## src/rtl/nor_flash_pkg.sv

```systemverilog
// Package: types and command codes shared by the NOR flash sequencer.
// Assumes an address of at least 11 bits, so the unlock addresses fit.
package nor_flash_pkg;

    typedef enum logic {
        OP_PROG  = 1'b0,
        OP_ERASE = 1'b1
    } op_e;

    localparam logic [10:0] UNLK_A1 = 11'h555;
    localparam logic [10:0] UNLK_A2 = 11'h2AA;
    localparam logic [7:0]  UNLK_D1 = 8'hAA;
    localparam logic [7:0]  UNLK_D2 = 8'h55;
    localparam logic [7:0]  CMD_PROG   = 8'hA0;
    localparam logic [7:0]  CMD_ERSETUP = 8'h80;
    localparam logic [7:0]  CMD_CHIPER = 8'h10;

    localparam int PROG_STEPS  = 4;
    localparam int ERASE_STEPS = 6;

endpackage

```

## src/rtl/nor_cmd_seq.sv

```systemverilog
// nor_cmd_seq: combinational lookup of the address/data pair for one step
// of a command series. Assumes idx stays below the step count of the op.
module nor_cmd_seq
    import nor_flash_pkg::*;
#(
    parameter int AW = 17
) (
    input  op_e           op,
    input  logic [2:0]    idx,
    input  logic [AW-1:0] tgt_addr,
    input  logic [7:0]    tgt_data,
    output logic [AW-1:0] step_addr,
    output logic [7:0]    step_data,
    output logic          step_last
);
    localparam logic [AW-1:0] A1 = AW'(UNLK_A1);
    localparam logic [AW-1:0] A2 = AW'(UNLK_A2);

    // Select the pair for the current step; unlock pairs are shared.
    always_comb begin
        step_addr = A1;
        step_data = UNLK_D1;
        if (op == OP_PROG) begin
            step_last = (idx == 3'(PROG_STEPS - 1));
            case (idx)
                3'd1:    begin step_addr = A2;       step_data = UNLK_D2;  end
                3'd2:    begin step_addr = A1;       step_data = CMD_PROG; end
                3'd3:    begin step_addr = tgt_addr; step_data = tgt_data; end
                default: begin step_addr = A1;       step_data = UNLK_D1;  end
            endcase
        end else begin
            step_last = (idx == 3'(ERASE_STEPS - 1));
            case (idx)
                3'd1, 3'd4: begin step_addr = A2; step_data = UNLK_D2;     end
                3'd2:       begin step_addr = A1; step_data = CMD_ERSETUP; end
                3'd5:       begin step_addr = A1; step_data = CMD_CHIPER;  end
                default:    begin step_addr = A1; step_data = UNLK_D1;     end
            endcase
        end
    end
endmodule

```

## src/rtl/nor_bus_phy.sv

```systemverilog
// nor_bus_phy: runs one flash bus cycle (write or status read) per start.
// Phases: setup (CE low, address out), strobe (WE or OE low), recovery
// (strobes high, write data still driven). fin pulses in the last cycle.
// Assumes start is only raised while idle is high.
module nor_bus_phy #(
    parameter int AW          = 17,
    parameter int WE_LOW_CYC  = 3,
    parameter int WE_HIGH_CYC = 2,
    parameter int OE_CYC      = 2
) (
    input  logic          clk,
    input  logic          rst_n,
    input  logic          start,
    input  logic          is_wr,
    input  logic [AW-1:0] addr_in,
    input  logic [7:0]    data_in,
    output logic          idle,
    output logic          fin,
    output logic          rd_bit7,
    output logic          ce_n,
    output logic          we_n,
    output logic          oe_n,
    output logic [AW-1:0] addr,
    output logic [7:0]    dq_out,
    output logic          dq_oe,
    input  logic [7:0]    dq_in
);
    localparam int MAXC = (WE_LOW_CYC > OE_CYC ? WE_LOW_CYC : OE_CYC) > WE_HIGH_CYC
                        ? (WE_LOW_CYC > OE_CYC ? WE_LOW_CYC : OE_CYC) : WE_HIGH_CYC;
    localparam int CW = $clog2(MAXC + 1);

    typedef enum logic [1:0] {P_IDLE, P_SETUP, P_STROBE, P_RECOV} pst_e;

    pst_e          st;
    logic [CW-1:0] cnt;
    logic [AW-1:0] addr_q;
    logic [7:0]    data_q;
    logic          wr_q;
    logic [CW-1:0] strobe_end;

    assign strobe_end = wr_q ? CW'(WE_LOW_CYC - 1) : CW'(OE_CYC - 1);

    // Phase sequencer with cycle counter and read-data capture.
    always_ff @(posedge clk) begin
        if (!rst_n) begin
            st      <= P_IDLE;
            cnt     <= '0;
            addr_q  <= '0;
            data_q  <= '0;
            wr_q    <= 1'b0;
            rd_bit7 <= 1'b0;
        end else begin
            case (st)
                P_IDLE: if (start) begin
                    addr_q <= addr_in;
                    data_q <= data_in;
                    wr_q   <= is_wr;
                    cnt    <= '0;
                    st     <= P_SETUP;
                end
                P_SETUP: st <= P_STROBE;
                P_STROBE: begin
                    if (cnt == strobe_end) begin
                        cnt <= '0;
                        st  <= P_RECOV;
                        if (!wr_q) rd_bit7 <= dq_in[7];
                    end else begin
                        cnt <= cnt + 1'b1;
                    end
                end
                P_RECOV: begin
                    if (cnt == CW'(WE_HIGH_CYC - 1)) begin
                        cnt <= '0;
                        st  <= P_IDLE;
                    end else begin
                        cnt <= cnt + 1'b1;
                    end
                end
                default: st <= P_IDLE;
            endcase
        end
    end

    // Bus pins decoded from the phase.
    always_comb begin
        idle   = (st == P_IDLE);
        fin    = (st == P_RECOV) && (cnt == CW'(WE_HIGH_CYC - 1));
        ce_n   = (st == P_IDLE);
        we_n   = !((st == P_STROBE) && wr_q);
        oe_n   = !((st == P_STROBE) && !wr_q);
        dq_oe  = wr_q && (st != P_IDLE);
        addr   = addr_q;
        dq_out = data_q;
    end

    assert_no_strobe_overlap_R3: assert property (@(posedge clk) disable iff (!rst_n)
        !(!we_n && !oe_n));

    assert_wr_pins_stable_R3: assert property (@(posedge clk) disable iff (!rst_n)
        (!we_n && $past(!we_n)) |-> ($stable(addr) && $stable(dq_out)));

    assert_data_after_we_R3: assert property (@(posedge clk) disable iff (!rst_n)
        $rose(we_n) |-> dq_oe);

    assert_bus_released_R4: assert property (@(posedge clk) disable iff (!rst_n)
        !oe_n |-> !dq_oe);
endmodule

```

## src/rtl/nor_prog_ctrl.sv

```systemverilog
// nor_prog_ctrl: top of the flash program/erase sequencer. Accepts one
// request, optionally rejects a program that needs a 0-to-1 change, issues
// the command writes, then polls status bit 7 up to POLL_LIMIT times.
// Assumes AW >= 11 and POLL_LIMIT >= 1.
module nor_prog_ctrl
    import nor_flash_pkg::*;
#(
    parameter int AW          = 17,
    parameter int WE_LOW_CYC  = 3,
    parameter int WE_HIGH_CYC = 2,
    parameter int OE_CYC      = 2,
    parameter int POLL_LIMIT  = 4096
) (
    input  logic          clk,
    input  logic          rst_n,
    input  logic          req_valid,
    output logic          req_ready,
    input  logic          req_op,
    input  logic [AW-1:0] req_addr,
    input  logic [7:0]    req_data,
    input  logic          req_chk,
    input  logic [7:0]    req_pre,
    output logic          done,
    output logic          error,
    output logic          flash_ce_n,
    output logic          flash_we_n,
    output logic          flash_oe_n,
    output logic [AW-1:0] flash_addr,
    output logic [7:0]    flash_dq_out,
    output logic          flash_dq_oe,
    input  logic [7:0]    flash_dq_in
);
    localparam int PW = $clog2(POLL_LIMIT + 1);

    typedef enum logic [1:0] {C_IDLE, C_CMD, C_POLL, C_DONE} cst_e;

    cst_e          st;
    op_e           op_q;
    logic [AW-1:0] addr_q;
    logic [7:0]    data_q;
    logic [2:0]    idx;
    logic [PW-1:0] polls;
    logic          err_q;

    logic [AW-1:0] seq_addr;
    logic [7:0]    seq_data;
    logic          seq_last;
    logic          phy_idle, phy_fin, phy_bit7, phy_start;
    logic [AW-1:0] phy_addr;
    logic          expect_bit7;
    logic          raise_bit;

    nor_cmd_seq #(.AW(AW)) seq_i (
        .op(op_q), .idx(idx), .tgt_addr(addr_q), .tgt_data(data_q),
        .step_addr(seq_addr), .step_data(seq_data), .step_last(seq_last)
    );

    // Drive the bus engine: command writes, then reads at the poll address.
    always_comb begin
        phy_start   = ((st == C_CMD) || (st == C_POLL)) && phy_idle;
        phy_addr    = (st == C_CMD) ? seq_addr : ((op_q == OP_ERASE) ? '0 : addr_q);
        expect_bit7 = (op_q == OP_ERASE) ? 1'b1 : data_q[7];
        raise_bit   = req_chk && (req_op == 1'b0) && ((req_data & ~req_pre) != 8'h00);
    end

    nor_bus_phy #(
        .AW(AW), .WE_LOW_CYC(WE_LOW_CYC), .WE_HIGH_CYC(WE_HIGH_CYC), .OE_CYC(OE_CYC)
    ) phy_i (
        .clk(clk), .rst_n(rst_n), .start(phy_start), .is_wr(st == C_CMD),
        .addr_in(phy_addr), .data_in(seq_data), .idle(phy_idle), .fin(phy_fin),
        .rd_bit7(phy_bit7), .ce_n(flash_ce_n), .we_n(flash_we_n), .oe_n(flash_oe_n),
        .addr(flash_addr), .dq_out(flash_dq_out), .dq_oe(flash_dq_oe), .dq_in(flash_dq_in)
    );

    // Request state machine: accept, command, poll, report.
    always_ff @(posedge clk) begin
        if (!rst_n) begin
            st     <= C_IDLE;
            op_q   <= OP_PROG;
            addr_q <= '0;
            data_q <= '0;
            idx    <= '0;
            polls  <= '0;
            err_q  <= 1'b0;
        end else begin
            case (st)
                C_IDLE: if (req_valid) begin
                    op_q   <= op_e'(req_op);
                    addr_q <= req_addr;
                    data_q <= req_data;
                    idx    <= '0;
                    polls  <= '0;
                    err_q  <= raise_bit;
                    st     <= raise_bit ? C_DONE : C_CMD;
                end
                C_CMD: if (phy_fin) begin
                    if (seq_last) st <= C_POLL;
                    else          idx <= idx + 1'b1;
                end
                C_POLL: if (phy_fin) begin
                    if (phy_bit7 == expect_bit7) begin
                        err_q <= 1'b0;
                        st    <= C_DONE;
                    end else if (polls == PW'(POLL_LIMIT - 1)) begin
                        err_q <= 1'b1;
                        st    <= C_DONE;
                    end else begin
                        polls <= polls + 1'b1;
                    end
                end
                default: st <= C_IDLE;
            endcase
        end
    end

    // Handshake and result outputs.
    always_comb begin
        req_ready = (st == C_IDLE);
        done      = (st == C_DONE);
        error     = (st == C_DONE) && err_q;
    end

    assert_idle_bus_quiet_R10: assert property (@(posedge clk) disable iff (!rst_n)
        req_ready |-> (flash_ce_n && flash_we_n && flash_oe_n && !flash_dq_oe));

    assert_fast_done_is_reject_R8: assert property (@(posedge clk) disable iff (!rst_n)
        (done && $past(req_ready)) |-> error);

    assert_ready_drops_on_accept_R9: assert property (@(posedge clk) disable iff (!rst_n)
        $fell(req_ready) |-> $past(req_valid));

    assert_poll_budget_R7: assert property (@(posedge clk) disable iff (!rst_n)
        (st == C_POLL) |-> (polls < PW'(POLL_LIMIT)));
endmodule

```

## config.mk

```make
export PLATFORM = sky130hd
export DESIGN_NAME = nor_prog_ctrl
export DESIGN_NICKNAME = d
export VERILOG_FILES = /design/src/rtl/nor_flash_pkg.sv /design/src/rtl/nor_cmd_seq.sv /design/src/rtl/nor_bus_phy.sv /design/src/rtl/nor_prog_ctrl.sv
export SDC_FILE = /design/constraint.sdc
export NUM_CORES = 1
export LEC_CHECK = 0
export ABC_AREA = 1
export BUFFER_PORTS_ARGS = -buffer_cell sky130_fd_sc_hd__buf_2
export CORE_ASPECT_RATIO = 1.2
export CORE_MARGIN = 3
export CORE_UTILIZATION = 55
export CTS_CLUSTER_SIZE = 16
export DETAILED_ROUTE_END_ITERATION = 7
export GPL_ROUTABILITY_DRIVEN = 0
export HOLD_SLACK_MARGIN = 0.05
export MAX_ROUTING_LAYER = met4
export PLACE_DENSITY = 0.88
export SLEW_MARGIN = 20
export SYNTH_ARGS = -nofsm -noshare
export SYNTH_HDL_FRONTEND = slang
export SYNTH_SLANG_ARGS = --single-unit
```

## constraint.sdc

```tcl
create_clock -name clk -period 4.3 [get_ports clk]
set_clock_uncertainty 0.15 [all_clocks]
set_input_delay 0.43 -clock clk [delete_from_list [all_inputs] [get_ports clk]]
set_output_delay 0.43 -clock clk [all_outputs]
set_load 0.005 [all_outputs]
```

Word level (Yosys, flattened, before mapping)
Cells that the tools add are included.
- register bits after elaboration: 76
- input bits: 46
- reductions and logical operators: 29
- multiplexer cells: 41
- bitwise operators: 4
- equality and inequality tests: 26
- add/subtract/negate cells: 3
- operators by type and width (operator ; number):
    $mux W13 ; 4
    $mux W17 ; 3
    $pmux W8 S3 ; 2
    $pmux W17 S2 ; 1
    $mux W2 ; 14
    $pmux W13 S2 ; 1
    $ne A2 B2 Y1 const B ; 7
    $add A13 B1 Y13 const B ; 1
    $eq A13 B12 Y1 const B ; 1
    $pmux W2 S3 ; 2
    $mux W11 ; 1
    $reduce_and A5 Y1 ; 2
    $mux W3 ; 3
    $and A8 B8 Y8 ; 1
    $eq A2 B2 Y1 const B ; 4
    $logic_and A1 B1 Y1 ; 8
    $mux W8 ; 1
    $not A8 Y8 ; 1
    $pmux W2 S4 ; 1
    $reduce_and A4 Y1 ; 2
    $reduce_bool A8 Y1 ; 1
    $eq A2 B1 Y1 const B ; 3
    $eq A3 B2 Y1 const B ; 2
    $eq A3 B3 Y1 const B ; 2
    other kinds (19) ; 35

Longest topological paths before layout
Gate-level depths: netlist (run 1).
- depth after elaboration: 7
- depth in mapped cells: 12
- gate-level depth less buffers: 12

Modules after synthesis
From an unflattened synthesis (run 1), not the netlist that was laid out.
- cells, all modules: 672
- area, all modules: 4246.6 um^2
- by module, submodules not included (module ; sequential area each (um^2) ; area each (um^2) ; cells an instance ; instances):
    nor_prog_ctrl ; 900.9 ; 2471.1 ; 391 ; 1
    nor_bus_phy ; 620.6 ; 1301.2 ; 173 ; 1
    nor_cmd_seq ; 0.0 ; 474.2 ; 108 ; 1

Least setup slack after synthesis (run 1)
OpenSTA, ideal clock, no wires.
- path type: flip-flop to flip-flop
- start point: register idx[0]
- end point: register phy_i.addr_q[10] (netlist: phy_i.addr[10])
- period minus slack after synthesis: 1773 ps
- slack: 2527 ps
- data required time: 4018 ps
- cell stages (with the launch flop): 9
- arrival: 1490 ps
- path through: dfxtp_1 > ha_1 > ha_1 > buf_2 > o211ai_1 > clkinv_1 > buf_2 > nand2_1 > a31oi_1
- longest elaborated chain between the ends: 5
- elaborated cells on any way between the ends: 8
- classes of those cells: 3 x eq/ne; 4 x mux; 1 x reduce/logical
- RTL lines (element ; RTL line ; RTL):
    start, declared ; nor_prog_ctrl.sv:41 ; logic [2:0] idx;
    start signal, assigned ; nor_prog_ctrl.sv:98 ; else idx <= idx + 1'b1;
    $eq A3 B1 Y1 or $eq A3 B3 Y1 (tied branches) ; nor_cmd_seq.sv:25, nor_cmd_seq.sv:33 ;
    $reduce_or A2 Y1 ; nor_cmd_seq.sv:33 ; case (idx)
    $mux W11 ; nor_cmd_seq.sv:33 ;
    $mux W17 (*) ; nor_cmd_seq.sv:23 ; if (op == OP_PROG) begin
    $mux W17 (*) ; nor_prog_ctrl.sv:61 ; phy_addr = (st == C_CMD) ? seq_addr : ((op_q == OP_ERASE) ? '0 : addr_q);
    end signal, assigned ; nor_bus_phy.sv:55 ; addr_q <= addr_in;
    end, declared ; nor_bus_phy.sv:36 ; logic [AW-1:0] addr_q;
Mark *: on every way between the ends. The rest lies on a longest branch, timed or not.
A chain may end at the register's enable or synchronous reset.

Final worst setup path (run 1)
- start point: register st[0]
- end point: register phy_i.addr_q[1] (netlist: phy_i.addr[1])
- longest elaborated chain between the ends: 4
- elaborated cells on any way between the ends: 6
- classes of those cells: 2 x eq/ne; 1 x mux; 3 x reduce/logical
- RTL lines (element ; RTL line ; RTL):
    start, declared ; nor_prog_ctrl.sv:37 ; cst_e st;
    start signal, assigned ; nor_prog_ctrl.sv:94 ; st <= raise_bit ? C_DONE : C_CMD;
    $eq A2 B1 Y1 or $eq A2 B2 Y1 (tied branches) ; nor_prog_ctrl.sv:60, nor_prog_ctrl.sv:61 ;
    $logic_or A1 B1 Y1 ; nor_prog_ctrl.sv:60 ; phy_start = ((st == C_CMD) || (st == C_POLL)) && phy_idle;
    $logic_and A1 B1 Y1 ; nor_prog_ctrl.sv:60 ;
    $reduce_and A2 Y1 (no source line) ; n/a ;
Several ways; a longest one is shown, not always the timed one.

==> results of run 1 <==
==> cell families (layout without fill, tap and decap cells) <==
family | after synthesis | in the layout
XOR/XNOR | 1 | 1
adder cells (fa/ha/maj) | 15 | 15
AND/OR/NAND/NOR | 270 | 270
AO/OA/AOI/OAI | 107 | 107
buffers and inverters | 87 | 155
flip-flops | 76 | 76
==> cells in the mapped netlist, drive strengths merged (2+ instances only) <==
| library cell | number |
|---|---|
| ha | 15 |
| nor3 | 2 |
| nand2 | 146 |
| nor2 | 89 |
| nor3b | 3 |
| a31oi | 11 |
| nand3 | 26 |
| buf | 9 |
| o21bai | 2 |
| a21oi | 39 |
| clkinv | 6 |
| dfxtp | 76 |
| clkbuf | 9 |
| nand4 | 4 |
| inv | 62 |
| o21ai | 53 |
==> final cells by class <==
type	count	area share, %
flip-flops and latches	76	34.9
well taps	85	2.44
clock buffers	12	3.10
inverters	68	5.93
clock inverters	4	2.24
repair buffers	71	8.20
multi-input cells	393	43.3
==> final timing paths <==
| check | startpoint | to | slack, ns | cells past startpoint |
|---|---|---|---|---|
| worst min-delay path | req_addr[13] | addr_q[13] | 0.18 | 3 |
| worst max register to register | st[0] | phy_i.addr[1] | 1.36 | 8 |
| worst max-delay path | st[0] | phy_i.addr[1] | 1.36 | 8 |
| worst min register to register | polls[12] | polls[12] | 0.29 | 2 |
==> layer usage <==
| metal | global-route usage, % | up-vias |
|---|---|---|
| met3 | 4.56 | 11 |
| li1 | - | 1891 |
| met4 | 8.44 | 0 |
| met1 | 29.0 | 1716 |
| met2 | 41.6 | 128 |
| met5 | - | - |
==> power groups by stage <==
stage / Sequential [W] / Combinational (W) / Clock [W]
floorplan: 0.000972 / 0.000807 / 0
detailed placement: 0.000995 / 0.00106 / 0
finish: 0.000983 / 0.00107 / 0.000639
global placement: 0.000988 / 0.00101 / 0
CTS: 0.000981 / 0.00106 / 0.000647
global route: 0.00100 / 0.00121 / 0.000678
==> flip-flops by register name, summed over array words and instances, names as in the netlist <==
register and count:
phy_i.rd_bit7 1, st 2, op_q 1, phy_i.st 2
phy_i.dq_out 8, addr_q 17, polls 13, phy_i.cnt 2
data_q 8, phy_i.wr_q 1, phy_i.addr 17, idx 3
err_q 1
==> worst max-delay path, cell delays in order (launching register included) <==
cell,delay (ns)
dfxtp_1,0.39
inv_1,0.09
ha_1,0.31
nand2_1,0.60
inv_1,0.40
o211ai_1,0.19
clkinv_1,0.41
nand2_1,0.20
a31oi_1,0.09
==> per-stage QoR <==
step | std cells | total power (W)
detailed placement | 693 | 0.00205
finish | 709 | 0.00269
CTS | 709 | 0.00269
global placement | 693 | 0.00200
global route | 709 | 0.00290
floorplan | 556 | 0.00178
==> summary.md, run 1 <==
| Metric | Value |
|---|---|
| Static leakage | `2.03 nW` |
| WL met1 | `3.75 mm` |
| Number of routed nets with antenna violations | `0` |
| Power per cell area | `616 nW/um^2` |
| Share of power burned in the clock network | `23.8%` |
| Type of the worst setup path | `reg -> reg` |
| Type of origin of the critical path | `flip-flop` |
| Setup Fix Bufs, Post-CTS | `0` |
| Most common cell after layout, fill and taps aside | `nand2_1` |
| Initial Utilization | `57.9%` |
| Met2 wire length | `4.54 mm` |
| Share of the synthesized area in the top cell type | `40.3%` |
| Placed inst area | `4130 um^2` |
| Clock Pin Slew Worst Setup and Hold Paths | `0.07 ns` |
| Worst-margin pin slew | `0.803 ns` |
| Setup TNS | `0 ns` |
| Peak supply drop | `0.000305 V` |
| Register share of total power | `36.6%` |
| Hold WS | `0.184 ns` |
| Worst EP required | `4.37 ns` |
| Sw Ratio | `40.1%` |
| Die area | `7900 um^2` |
| Syn avg cell area | `6.79 um^2` |
| Maximum buffer depth of the clock tree | `2` |
| Main flop type after synthesis | `dfxtp_1` |
| DIE WIDTH | `81.7 um` |
| Ant diodes | `0` |
| First-pass GRT wire length | `15.3 mm` |
| Reg area | `1520 um^2` |
| Crit path max fanout | `23` |
| Die Y | `96.8 um` |
| Syn Inst Count | `556` |
| Hold Buf Count CTS | `0` |
| Combinational family with the most area after synthesis | `simple AND/OR/NAND/NOR gates` |
| Clock Latency Late Sink | `0.35 ns` |
| Total grt overflow | `0` |
| Max-slew headroom | `46.3%` |
| Syn nets | `617` |
| Number of max-cap violations | `0` |
| Minimum clock period | `2.94 ns` |
| Post-synth cell types | `31` |
| 1st-pass router iterations | `5` |
| Initial antenna violation count | `0` |
| Final worst path period share | `68.3%` |
| Net Switching | `0.00108 W` |
| Synth Area in Compound Gates | `14.8%` |
| Area Growth Syn to Fin | `15.6%` |
| Total CTS buffers | `9` |
| Worst Setup End Kind | `flip-flop` |
| Pint | `0.00161 W` |
| Vias in the first global route | `3564` |
| Routed wire length | `8.95 mm` |
| Post-CTS Resized | `0` |
| GRT Overall Usage | `24.7%` |
| Post-synth top area cell | `dfxtp_1` |
| WL per Instance | `12.6 um` |
| Vias | `3746` |
| Logic pwr share | `39.6%` |
| Slew Viols, Final | `0` |
| Commonest cells after routing, fill and taps aside | `nand2_1, nor2_1, dfxtp_1` |
| Mapped Area | `3780 um^2` |
| Fill cells | `565` |
| Final setup fails | `0` |
| Num Clock Sinks | `76` |
| Pre-CTS WS | `1.38 ns` |
| CP Data Arrival Time | `3.01 ns` |
| Achievable Freq | `341 MHz` |
| Num ports | `78` |
| Yosys warning count | `0` |
| Register area share after synthesis | `40.3%` |
| Nets | `680` |
| Hold Crit Class | `in -> reg` |
| Post-layout util | `66.9%` |
| Share of flip-flops with an asynchronous set or reset | `0%` |
| Cell row count | `32` |
| Status | `complete, no violations` |
| Hpwl dp | `6.60 mm` |
| Main area contributors after synthesis | `dfxtp_1, nand2_1, nor2_1` |
| Layout cells sized above 1 | `16.5%` |
| DRC | `0` |
| Post-route cell area | `4370 um^2` |
| CORE AREA | `6530 um^2` |
| Met3 Wirelength | `531 um` |
| Final WS setup | `1.36 ns` |
| Area of the multi-input gates | `1890 um^2` |
| DRT iter0 DRCs | `222` |
| Clk root buf | `clkbuf_8` |
| Port bufs | `70` |
| Adder-Cell Fraction of Synth Area | `4.97%` |
| Via/cell ratio | `5.28` |
| Highest layer used for signal routing | `met4` |
| TritonCTS clock tree | `done` |
| Synth Area in Simple Gates | `30.0%` |
| Final hold violations | `0` |
| Register bit total from synthesis | `76` |
| # H-tree levels | `3` |
| XOR/XNOR Fraction of Synth Area | `0.232%` |
| Post-synth EDFFs | `0` |
| Post-synthesis mux area share | `0%` |
| RSZ-0062 raised after global routing | `no` |
| Pin count of the biggest net entering global routing | `44` |
(Power assumes the default switching activity.)
==> run 2: changes to the inputs <==
==> constraint.sdc (replaced) <==
create_clock -name clk -period 2.9 [get_ports clk]
set_clock_uncertainty 0.15 [all_clocks]
set_input_delay 0.29 -clock clk [delete_from_list [all_inputs] [get_ports clk]]
set_output_delay 0.29 -clock clk [all_outputs]
set_load 0.005 [all_outputs]
==> run 2 against run 1 <==
Compared with the run above: wire length increased by 2.7%; final cell count is 2.1% higher; largest power group unchanged; global-route usage rose by 0.95 points; utilization grew 2.4 points; critical endpoint is now data_q[3].
==> summary.md, run 2 (same netlist as run 1, synthesis figures left out) <==
| Metric | Value |
|---|---|
| Reg area | `1520 um^2` |
| Post-layout util | `69.3%` |
| Number of routed nets with antenna violations | `0` |
| Worst EP required | `2.97 ns` |
| Vias | `3805` |
| 1st-pass router iterations | `7` |
| Vias in the first global route | `3666` |
| Cell row count | `32` |
| Port bufs | `70` |
| Nets | `695` |
| Highest layer used for signal routing | `met4` |
| Initial Utilization | `57.9%` |
| Num Clock Sinks | `76` |
| Hpwl dp | `6.32 mm` |
| Hold Crit Class | `in -> reg` |
| Origin of the critical flop-to-flop path | `st[1]` |
| Peak supply drop | `0.000497 V` |
| Register share of total power | `35.6%` |
| Hold WS | `0.0594 ns` |
| Met2 wire length | `4.51 mm` |
| Worst-margin pin slew | `0.687 ns` |
| Commonest cells after routing, fill and taps aside | `nand2_1, nor2_1, dfxtp_1` |
| Post-CTS Resized | `0` |
| Critical-path cell with the highest stage delay | `clkinv_1` |
| Type of the worst setup path | `reg -> reg` |
| WP buf/inv | `2` |
| Final hold violations | `0` |
| Pre-CTS WS | `0.757 ns` |
| Clock Latency Late Sink | `0.35 ns` |
| Initial antenna violation count | `0` |
| Hold Path Depth | `3` |
| DRT iter0 DRCs | `287` |
| Clock Pin Slew Worst Setup and Hold Paths | `0.08 ns` |
| CP Launch Point | `st[1]` |
| Final WS setup | `0.727 ns` |
| Worst R2R Setup Slack | `0.73 ns` |
| Sw Ratio | `40.1%` |
| Total CTS buffers | `9` |
| CORE AREA | `6530 um^2` |
| Slew Viols, Final | `0` |
| Pint | `0.00244 W` |
| Routed wire length | `9.19 mm` |
| RSZ-0062 raised after global routing | `no` |
| Via/cell ratio | `5.26` |
| Static leakage | `2.10 nW` |
| Die area | `7900 um^2` |
| FF-to-FF End | `data_q[3]` |
| Setup TNS | `0 ns` |
| Min-delay src | `req_data[4]` |
| Net Switching | `0.00164 W` |
| Largest stage delay on the critical path | `0.55 ns` |
| Final worst path period share | `74.9%` |
| Pin count of the biggest net entering global routing | `43` |
| Status | `complete, no violations` |
| Final setup fails | `0` |
| Crit path max fanout | `27` |
| Max-slew headroom | `53.9%` |
| Layout cells sized above 1 | `16.9%` |
| Minimum clock period | `2.17 ns` |
| Power per cell area | `902 nW/um^2` |
| DIE WIDTH | `81.7 um` |
| Die Y | `96.8 um` |
| TritonCTS clock tree | `done` |
| Num ports | `78` |
| # H-tree levels | `3` |
| DRC | `0` |
| Clk root buf | `clkbuf_8` |
| WL per Instance | `12.7 um` |
| Type of origin of the critical path | `flip-flop` |
| CP delay by family, top | `buffers and inverters` |
| Logic pwr share | `39.8%` |
| Met3 Wirelength | `649 um` |
| Placed inst area | `4160 um^2` |
| WL met1 | `3.84 mm` |
| Number of max-cap violations | `0` |
| CP cell instances | `inv_1 -> ha_1 -> nand2_1 -> clkinv_1 -> o21ai_0 -> a21oi_1` |
| GRT Overall Usage | `25.6%` |
| Total grt overflow | `0` |
| Area Growth Syn to Fin | `19.8%` |
| First-pass GRT wire length | `15.9 mm` |
| Worst Setup End Kind | `flip-flop` |
| Hold EP | `data_q[4]` |
| Ant diodes | `0` |
| Maximum buffer depth of the clock tree | `2` |
| Most common cell after layout, fill and taps aside | `nand2_1` |
| CP Data Arrival Time | `2.24 ns` |
| Area of the multi-input gates | `1890 um^2` |
| Fill cells | `544` |
| Achievable Freq | `460 MHz` |
| Register-to-Register Path Depth | `6` |
| Post-route cell area | `4520 um^2` |
| Share of power burned in the clock network | `24.5%` |
[run 2: cell count changes in the layout (fill, tap and decap cells not counted), sizes merged]
cell	delta
inv	+1
clkinvlp	-1
buf	+3
dlygate4sd3	+12
clkbuf	-1
clkinv	+1
[run 2: area by class of cell]
class | count | area share (%)
clock buffer | 11 | 3.13
inverter | 68 | 5.72
sequential | 76 | 33.6
tap | 85 | 2.35
multi-input combinational | 393 | 41.7
clock inverter | 5 | 2.38
timing repair buffer | 86 | 11.1
[run 2: per-layer routing]
metal	track usage (%)	up-vias
li1	-	1920
met1	30.8	1716
met2	41.7	148
met3	5.87	21
met4	8.95	0
met5	-	-
[run 2: worst max path at each step]
stage                                end  depth (start not counted)
after floorplan           phy_i.addr[10]                          8
after global placement     phy_i.addr[2]                          8
after detailed placement       data_q[3]                          6
after CTS                  phy_i.addr[5]                          8
after global routing           data_q[3]                          6
final                          data_q[3]                          6
[run 2: worst register-to-register path, delay by kind of cell (launching register included)]
family,cells,cell delay [ns]
flip-flops,1,0.40
buffers and inverters,2,0.64
AO/OA/AOI/OAI,2,0.50
adder cells (fa/ha/maj),1,0.25
AND/OR/NAND/NOR,1,0.11
[run 2: power groups by stage]
stage / Clock [W] / Sequential (W) / Combinational (W)
final: 0.00100 / 0.00145 / 0.00162
after global routing: 0.00106 / 0.00149 / 0.00185
after CTS: 0.00100 / 0.00145 / 0.00163
after detailed placement: 0 / 0.00147 / 0.00158
after global placement: 0 / 0.00146 / 0.00153
after floorplan: 0 / 0.00144 / 0.00120
[run 2: what timing repair did]
| action | 4_1_cts | 5_1_grt |
|---|---|---|
| endpoints found under the hold margin | 12 | 0 |
| setup buffers | 0 | 0 |
| hold buffers | 12 | 0 |
[run 2: through the flow]
step           total power [W]  instances
2_1_floorplan          0.00264        556
3_3_place_gp           0.00299        696
3_5_place_dp           0.00305        696
4_1_cts                0.00408        724
5_1_grt                0.00439        724
6_report               0.00408        724
==> run 3: changes to the inputs <==
==> constraint.sdc (replaced) <==
create_clock -name clk -period 2.1 [get_ports clk]
set_clock_uncertainty 0.15 [all_clocks]
set_input_delay 0.21 -clock clk [delete_from_list [all_inputs] [get_ports clk]]
set_output_delay 0.21 -clock clk [all_outputs]
set_load 0.005 [all_outputs]
==> run 3 against run 2 <==
Compared with the run above: power rose by 33%; die area did not move; wire length rose by 11%; cell area rose by 2.9%; via count rose by 5.6%; critical path type unchanged; final cell count rose by 2.8%; largest cell class unchanged.
==> summary.md, run 3 (same netlist as run 1, synthesis figures left out) <==
| Metric | Value |
|---|---|
| Clk root buf | `clkbuf_8` |
| Hpwl dp | `6.76 mm` |
| Status | `complete, no violations` |
| Maximum buffer depth of the clock tree | `2` |
| Final worst path period share | `91.7%` |
| Max-slew headroom | `73.9%` |
| Worst R2R Setup Slack | `0.17 ns` |
| Total grt overflow | `0` |
| RSZ-0062 raised after global routing | `no` |
| Most common cell after layout, fill and taps aside | `nand2_1` |
| Die area | `7900 um^2` |
| Setup Fix Bufs, Post-CTS | `0` |
| Origin of the critical flop-to-flop path | `st[0]` |
| Initial antenna violation count | `0` |
| TritonCTS clock tree | `done` |
| Nets | `715` |
| Die Y | `96.8 um` |
| Vias in the first global route | `3870` |
| CORE AREA | `6530 um^2` |
| Fill cells | `515` |
| DRT iter0 DRCs | `248` |
| Num Clock Sinks | `76` |
| Commonest cells after routing, fill and taps aside | `nand2_1, nor2_1, dfxtp_1` |
| Cell row count | `32` |
| Ant diodes | `0` |
| Final WS setup | `0.174 ns` |
| Initial Utilization | `57.9%` |
| Final hold violations | `0` |
| First-pass GRT wire length | `17.4 mm` |
| Slew Viols, Final | `0` |
| DRC | `0` |
| Hold Path Depth | `3` |
| 1st-pass router iterations | `6` |
| Via/cell ratio | `5.40` |
| Static leakage | `2.15 nW` |
| Total CTS buffers | `9` |
| Worst EP required | `2.23 ns` |
| Pin count of the biggest net entering global routing | `29` |
| WL per Instance | `13.8 um` |
| Area Growth Syn to Fin | `23.3%` |
| Number of routed nets with antenna violations | `0` |
| Register-to-Register Path Depth | `8` |
| Vias | `4019` |
| Port bufs | `70` |
| Clock Pin Slew Worst Setup and Hold Paths | `0.09 ns` |
| Layout cells sized above 1 | `17.6%` |
| # H-tree levels | `3` |
| Number of max-cap violations | `0` |
| Num ports | `78` |
| FF-to-FF End | `polls[1]` |
| CP Data Arrival Time | `2.05 ns` |
| DIE WIDTH | `81.7 um` |
| Type of the worst setup path | `reg -> reg` |
| Clock Latency Late Sink | `0.36 ns` |
| Power per cell area | `1160 nW/um^2` |
| Pre-CTS WS | `0.167 ns` |
| Setup TNS | `0 ns` |
| Crit path max fanout | `6` |
| Hold EP | `polls[12]` |
| Worst-margin pin slew | `0.387 ns` |
| Type of origin of the critical path | `flip-flop` |
| Peak supply drop | `0.000796 V` |
| Routed wire length | `10.2 mm` |
| Hold Crit Class | `in -> reg` |
| Worst Setup End Kind | `flip-flop` |
| Achievable Freq | `519 MHz` |
| Min-delay src | `rst_n` |
| Minimum clock period | `1.93 ns` |
| Final setup fails | `0` |
| GRT Overall Usage | `28.3%` |
-- run 3: changes by cell type in the layout (fill, tap and decap cells not counted) --
cell	previous run	this run
clkinv_2	1	0
o21ai_1	1	2
bufinv_16	3	0
nand2_2	5	6
buf_4	4	9
clkbuf_1	1	0
o21ai_0	52	51
clkinv_4	1	2
ha_2	0	1
clkinvlp_4	0	3
ha_1	15	14
inv_4	1	2
nand2_1	139	138
dlygate4sd3_1	12	27
-- run 3: final cells by class --
type	instances	area (um^2)	share of cell area, %
clock buffer	10	138	2.96
sequential	76	1520	32.7
clock inverter	6	48.8	1.05
tap	85	106	2.28
timing repair buffer	106	688	14.8
inverter	68	260	5.59
multi-input combinational	393	1890	40.7
-- run 3: worst max-delay path by stage --
stage                 endpoint  cells after the start  slack, ns    from
4_1_cts               polls[1]                      9       0.13   st[0]
3_3_place_gp          polls[8]                     11       0.20   st[0]
5_1_grt        phy_i.dq_out[3]                      7       0.04  idx[1]
2_1_floorplan   phy_i.addr[10]                      8       0.33  idx[0]
6_report              polls[1]                      8       0.17   st[0]
3_5_place_dp            idx[2]                     10       0.17  idx[1]
-- run 3: routing by layer --
layer	GRT usage, %	share of wire (%)
met1	33.3	40
met2	47.4	51
met3	4.75	5.7
met4	11.1	3.6
met5	-	0
-- run 3: where the power goes --
group	switching, W	leakage (nW)	internal (W)
clock network	0.000569	0.0851	0.000468
registers	0.000226	0.622	0.00179
logic	0.00154	1.44	0.000830
total	0.00233	2.15	0.00309
-- run 3: critical path, cell delays in order (launching register included) --
cell,delay (ns)
dfxtp_1,0.36
inv_1,0.09
ha_1,0.32
inv_1,0.10
nor2_1,0.13
nand2_1,0.12
nor2_1,0.29
nand2_1,0.10
a21oi_1,0.18
-- run 3: timing repair --
action                                  4_1_cts  5_1_grt
gates resized for setup                       0        4
endpoints found under the setup margin        0       10
hold buffers                                 27        0
endpoints found under the hold margin        27        0
-- run 3: metrics by stage --
stage                     util (%)  instance area, um^2  power, W  cells  hold slack [ns]
final                         71.3                 4660   0.00542    744           0.0806
after global routing          71.3                 4660   0.00584    744            0.136
after CTS                     71.2                 4650   0.00537    744           0.0815
after detailed placement      64.2                 4190   0.00428    701            0.278
after global placement        64.2                 4190   0.00418    701            0.273
after floorplan                  -                 3780   0.00364    556            0.203
